[src/rtl/uart_rx_fifo.sv]
module uart_rx_fifo #(
  parameter int DEPTH = 16,
  parameter int OSR   = 16
) (
  input  logic                       clk,
  input  logic                       rst_n,
  input  logic                       rxd,
  input  logic                       tick16,
  input  logic                       cfg_seven,
  input  logic                       cfg_par_en,
  input  logic                       cfg_par_odd,
  input  logic                       cfg_two_stop,
  input  logic [$clog2(DEPTH):0]     cfg_trig,
  input  logic                       rie,
  input  logic                       rd,
  input  logic                       brk_clr,
  input  logic                       err_clr,
  output logic [7:0]                 rdata,
  output logic                       rperr,
  output logic [$clog2(DEPTH):0]     fill,
  output logic                       dready,
  output logic                       dfull,
  output logic                       ferr,
  output logic                       perr_flag,
  output logic                       ovr,
  output logic                       brk,
  output logic                       irq_rx,
  output logic                       irq_err,
  output logic                       irq_brk
);
  localparam int AW  = $clog2(DEPTH);
  localparam int CW  = AW + 1;
  localparam int SW  = $clog2(OSR);
  localparam logic [SW-1:0] MID  = SW'(OSR / 2 - 1);
  localparam logic [SW-1:0] LAST = SW'(OSR - 1);

  typedef enum logic [2:0] {S_IDLE, S_START, S_DATA, S_PAR, S_STOP, S_STOP2, S_WAIT} st_t;

  st_t              st;
  logic [1:0]       sync;
  logic [SW-1:0]    cnt;
  logic [2:0]       nbit;
  logic [7:0]       sr;
  logic             pbit, allz;
  logic [8:0]       mem [DEPTH];
  logic [AW-1:0]    wp, rp;

  wire       rx       = sync[1];
  wire       samp     = tick16 && (cnt == LAST);
  wire       last_bit = nbit == (cfg_seven ? 3'd6 : 3'd7);
  wire [7:0] word     = cfg_seven ? {1'b0, sr[7:1]} : sr;
  wire       par_bad  = cfg_par_en && (pbit != (^word ^ cfg_par_odd));
  wire       done     = samp && (st == S_STOP);
  wire       full     = fill == CW'(DEPTH);
  wire       brk_now  = done && allz && !rx;
  wire       push     = done && rx && !full && !brk;
  wire       pop      = rd && (fill != '0);

  always_ff @(posedge clk) begin
    if (!rst_n) sync <= 2'b11;
    else        sync <= {sync[0], rxd};
  end

  always_ff @(posedge clk) begin
    if (!rst_n) begin
      st   <= S_IDLE;
      cnt  <= '0;
      nbit <= '0;
      sr   <= '0;
      pbit <= 1'b0;
      allz <= 1'b0;
    end else if (tick16) begin
      if (st != S_IDLE && st != S_START && st != S_WAIT)
        cnt <= samp ? '0 : cnt + SW'(1);
      case (st)
        S_IDLE:  if (!rx) begin st <= S_START; cnt <= '0; end
        S_START: begin
          if (cnt == MID) begin
            cnt <= '0;
            if (rx) st <= S_IDLE;
            else begin st <= S_DATA; nbit <= '0; allz <= 1'b1; end
          end else cnt <= cnt + SW'(1);
        end
        S_DATA: if (samp) begin
          sr   <= {rx, sr[7:1]};
          allz <= allz & ~rx;
          nbit <= nbit + 3'd1;
          if (last_bit) st <= cfg_par_en ? S_PAR : S_STOP;
        end
        S_PAR: if (samp) begin
          pbit <= rx;
          allz <= allz & ~rx;
          st   <= S_STOP;
        end
        S_STOP:  if (samp) st <= !rx ? S_WAIT : (cfg_two_stop ? S_STOP2 : S_IDLE);
        S_STOP2: if (samp) st <= S_WAIT;
        S_WAIT:  if (rx) st <= S_IDLE;
        default: st <= S_IDLE;
      endcase
    end
  end

  always_ff @(posedge clk) begin
    if (push) mem[wp] <= {par_bad, word};
  end

  always_ff @(posedge clk) begin
    if (!rst_n) begin
      wp   <= '0;
      rp   <= '0;
      fill <= '0;
    end else begin
      if (push) wp <= wp + AW'(1);
      if (pop)  rp <= rp + AW'(1);
      case ({push, pop})
        2'b10:   fill <= fill + CW'(1);
        2'b01:   fill <= fill - CW'(1);
        default: fill <= fill;
      endcase
    end
  end

  always_ff @(posedge clk) begin
    if (!rst_n) begin
      ferr      <= 1'b0;
      perr_flag <= 1'b0;
      ovr       <= 1'b0;
      brk       <= 1'b0;
    end else begin
      if (done && !rx)            ferr <= 1'b1;
      else if (err_clr)           ferr <= 1'b0;
      if (push && par_bad)        perr_flag <= 1'b1;
      else if (err_clr)           perr_flag <= 1'b0;
      if (done && rx && full)     ovr <= 1'b1;
      else if (err_clr)           ovr <= 1'b0;
      if (brk_now)                brk <= 1'b1;
      else if (brk_clr)           brk <= 1'b0;
    end
  end

  assign rdata   = mem[rp][7:0];
  assign rperr   = mem[rp][8];
  assign dready  = fill != '0;
  assign dfull   = fill >= cfg_trig;
  assign irq_rx  = rie && (dready || dfull);
  assign irq_err = rie && (ferr || perr_flag || ovr);
  assign irq_brk = rie && brk;
endmodule

[config.mk]
export PLATFORM = sky130hd
export DESIGN_NAME = uart_rx_fifo
export DESIGN_NICKNAME = d
export VERILOG_FILES = /design/src/rtl/uart_rx_fifo.sv
export SDC_FILE = /design/constraint.sdc
export NUM_CORES = 1
export LEC_CHECK = 0
export BUFFER_PORTS_ARGS = -buffer_cell sky130_fd_sc_hd__buf_2
export CAP_MARGIN = 20
export CORE_MARGIN = 1
export CORE_UTILIZATION = 50
export CTS_CLUSTER_SIZE = 14
export DETAILED_ROUTE_END_ITERATION = 8
export PLACE_DENSITY = 0.75
export SYNTH_ARGS = -nofsm -noshare
export SYNTH_HDL_FRONTEND = slang
export SYNTH_SLANG_ARGS = --single-unit
[constraint.sdc]
create_clock -name clk -period 2.9 [get_ports clk]
set_input_delay 0.145 -clock clk [delete_from_list [all_inputs] [get_ports clk]]
set_output_delay 0.145 -clock clk [all_outputs]
set_load 0.01 [all_outputs]
==> key figures <==
Outcome
  – Outcome: finished, final reports clean

Clock tree
  – Clk buf depth: 2
  – Skew-Pair Late Insertion Delay: 0.43 ns
  – CTS buffer count: 17
  – Root Driver: clkbuf_16
  – H-Tree Depth: 4
  – CTS tree: done
  – Clk slew on worst S/H paths: 0.06 ns
  – Sink Count: 187

Global routing
  – Number of global-route vias before repair: 4,428
  – Largest net degree at the start of global routing: 37
  – Grt total ovfl: 0
  – GRT Total Usage: 19.7%
  – First-pass GRT wire length: 23.5 mm
  – Initial antenna violation count: 0

Synth
  – Register area share after synthesis: 65.6%
  – Net count of the mapped netlist: 526
  – Synth Instances: 494
  – Largest area contributor in the netlist: edfxtp_1
  – Synth top area share: 54.7%
  – Syn_area_per_cell: 16.0 µm²
  – YS warnings: 0
  – Synth top area cells: edfxtp_1 55%, mux4_2 13%, dfxtp_1 11%
  – Yosys reg bits: 187
  – Most frequent cell after synthesis: edfxtp_1
  – Post-synth EDFFs: 144
  – Synth Flop Type: edfxtp_1
  – Synth cell types: 51
  – Synth async-reset ratio: 0%
  – Most frequent cells after synthesis: 144 x edfxtp_1, 47 x nor2_1, 45 x mux4_2
  – Synthesized area: 0.00790 mm²

Setup path
  – Setup crit start kind: flop
  – Worst setup path category: reg2reg
  – WP data required: 3.26 ns
  – Crit-path max FO: 9
  – Data arrival time of the critical path: 3.12 ns
  – R2r worst-path depth: 13
  – CP endpoint kind: flop

STA
  – Period utilization: 95.4%
  – WHS: 0.0210 ns
  – Slew Viols, Final: 0
  – Min cycle time layout: 2.77 ns
  – RSZ-0062 raised after global routing: no
  – FMAX: 362 MHz
  – Skew final: 0.00664 ns
  – Worst-margin pin slew: 1.07 ns
  – Setup-failing EPs final: 0
  – Final Hold Viols: 0
  – Setup TNS: 0 ns
  – Final Worst Setup Slack: 0.134 ns
  – Slew headroom: 28.3%

Finish
  – Final Net Count: 591
  – Share of cells above drive strength 1: 28.7%
  – Finished Cell Area: 0.00910 mm²
  – Synthesis-to-finish area growth: 15.2%
  – Inserted Diodes: 0

Route
  – Via-to-Cell Ratio: 5.56
  – Drt wl/cell: 18.8 µm
  – DR DRC count: 0
  – Final ANT Viol Nets: 0
  – Vias: 4,351
  – 1st-iter DRT viols: 304
  – WL final: 14.7 mm
  – DR pass1 iterations: 5

Place
  – Dpl hpwl: 9.74 mm
  – Placement Setup Slack: 0.0483 ns
  – Port bufs: 39
  – Final Wtd Congestion: 0.816
  – Placed inst area: 0.00848 mm²

Hold path
  – WHS Path Cells: 3
  – HP Class: in2reg

Power
  – Sequential power share: 54.0%
  – PD cells: 583 mW/mm²
  – Logic gate share of total power: 3.5%
  – NetSw: 0.00110 W
  – Tot Pwr: 0.00531 W
  – Sw Share: 20.7%
  – Internal cell power: 0.00421 W
  – Static Leak: 3.02 nW
  – Clk network pwr share: 42.4%
  – Max IR drop VDD: 0.396 mV

Floorplan
  – Core area: 0.0153 mm²
  – Num ports: 40
  – Die area: 0.0163 mm²
  – Initial core utilization: 51.6%
  – Die Height: 128 µm
  – Width of the die: 128 µm
  – Row count: 45

Job
  – Max-Cap Viols: 0
-- worst max-delay path, cell delays in order, from the launching register on --
cell,delay [ns]
dfxtp_2,0.38
ha_4,0.17
and4_4,0.24
nand4_2,0.13
nor3b_4,0.23
inv_2,0.08
ha_4,0.20
xor2_1,0.15
ha_2,0.24
a21o_1,0.12
a22oi_1,0.08
o221a_2,0.24
or3_1,0.31
a21boi_1,0.14
-- final cells by class --
cell class                      instances  area, µm²
Fill cell                            1190       6210
Clock inverter                         12        138
Timing Repair Buffer                   70        445
Inverter                               15       56.3
Tap cell                              211        264
Multi-Input combinational cell        268       2570
Sequential cell                       187       5190
Clock buffer                           20        437
-- through the flow --
step | instances | utilization (%)
2_1_floorplan | 494 | -
3_3_place_gp | 748 | 55.4
3_5_place_dp | 748 | 55.4
4_1_cts | 782 | 59.3
5_1_grt | 783 | 59.4
6_report | 783 | 59.4
-- cell families (layout without fill, tap and decap cells) --
logic type | after synthesis | after routing | share of synthesized area, %
flip-flops | 187 | 187 | 65.6
AND/OR/NAND/NOR | 117 | 117 | 7.60
multiplexers | 65 | 65 | 15.5
AO/OA/AOI/OAI | 47 | 47 | 4.04
buffers and inverters | 39 | 117 | 2.23
XOR/XNOR | 24 | 24 | 2.66
adder cells (fa/ha/maj) | 15 | 15 | 2.38
-- flip-flops by register name, indices dropped and copies added (netlist names), 3 cells and up, named ones only --
register,cells
st,3
fill,5
wp,4
cnt,4
sr,8
rp,4
mem,144
nbit,3
-- final timing paths --
| path | start | to | slack, ns |
|---|---|---|---|
| max | cnt[0]$_SDFFE_PN0P_ | fill[4]$_SDFFE_PN0P_ | 0.13 |
| max reg2reg | cnt[0]$_SDFFE_PN0P_ | fill[4]$_SDFFE_PN0P_ | 0.13 |
| min reg2reg | sync[0]$_SDFF_PN1_ | sync[1]$_SDFF_PN1_ | 0.42 |
| min | cfg_par_en | perr_flag$_SDFFE_PN0P_ | 0.02 |
-- layer usage --
metal	up-vias	global-route usage (%)	part of all wire (%)
li1	2025	-	-
met1	2180	24.9	43
met2	129	33.7	51
met3	17	5.47	5.2
met4	0	5.33	1.1
met5	-	0	0
-- what timing repair did --
item | in CTS | in global routing
resized for setup | 0 | 4
endpoints found under the setup margin | 0 | 1
setup buffers | 0 | 1
endpoints found under the hold margin | 2 | 0
hold buffers | 2 | 0
-- power by group through the flow --
| stage | registers, W | clock network [W] | logic, W |
|---|---|---|---|
| 3_5_place_dp | 0.00293 | 0 | 0.000184 |
| 6_report | 0.00287 | 0.00225 | 0.000188 |
| 4_1_cts | 0.00287 | 0.00230 | 0.000188 |
| 2_1_floorplan | 0.00293 | 0 | 0.000137 |
| 5_1_grt | 0.00287 | 0.00241 | 0.000208 |
| 3_3_place_gp | 0.00293 | 0 | 0.000177 |
-- layout by cell type, fill, tap and decap left out, drive strengths merged, types with 3 or more instances in the layout --
| master | n |
|---|---|
| nor3 | 7 |
| a31oi | 3 |
| nand2 | 19 |
| nand3b | 4 |
| a21o | 3 |
| and2 | 6 |
| edfxtp | 144 |
| xor2 | 10 |
| xnor2 | 14 |
| inv | 18 |
| o21ai | 11 |
| dfxtp | 43 |
| clkinvlp | 3 |
| a211oi | 3 |
| mux4 | 45 |
| or3 | 3 |
| nand4 | 5 |
| nand3 | 5 |
| a21oi | 12 |
| mux2 | 6 |
| ha | 15 |
| mux2i | 14 |
| clkinv | 4 |
| nor2b | 9 |
| nand2b | 7 |
| nor2 | 47 |
| clkbuf | 20 |
| a22oi | 3 |
| buf | 68 |
Note: power is estimated with default switching activity, not from simulation.
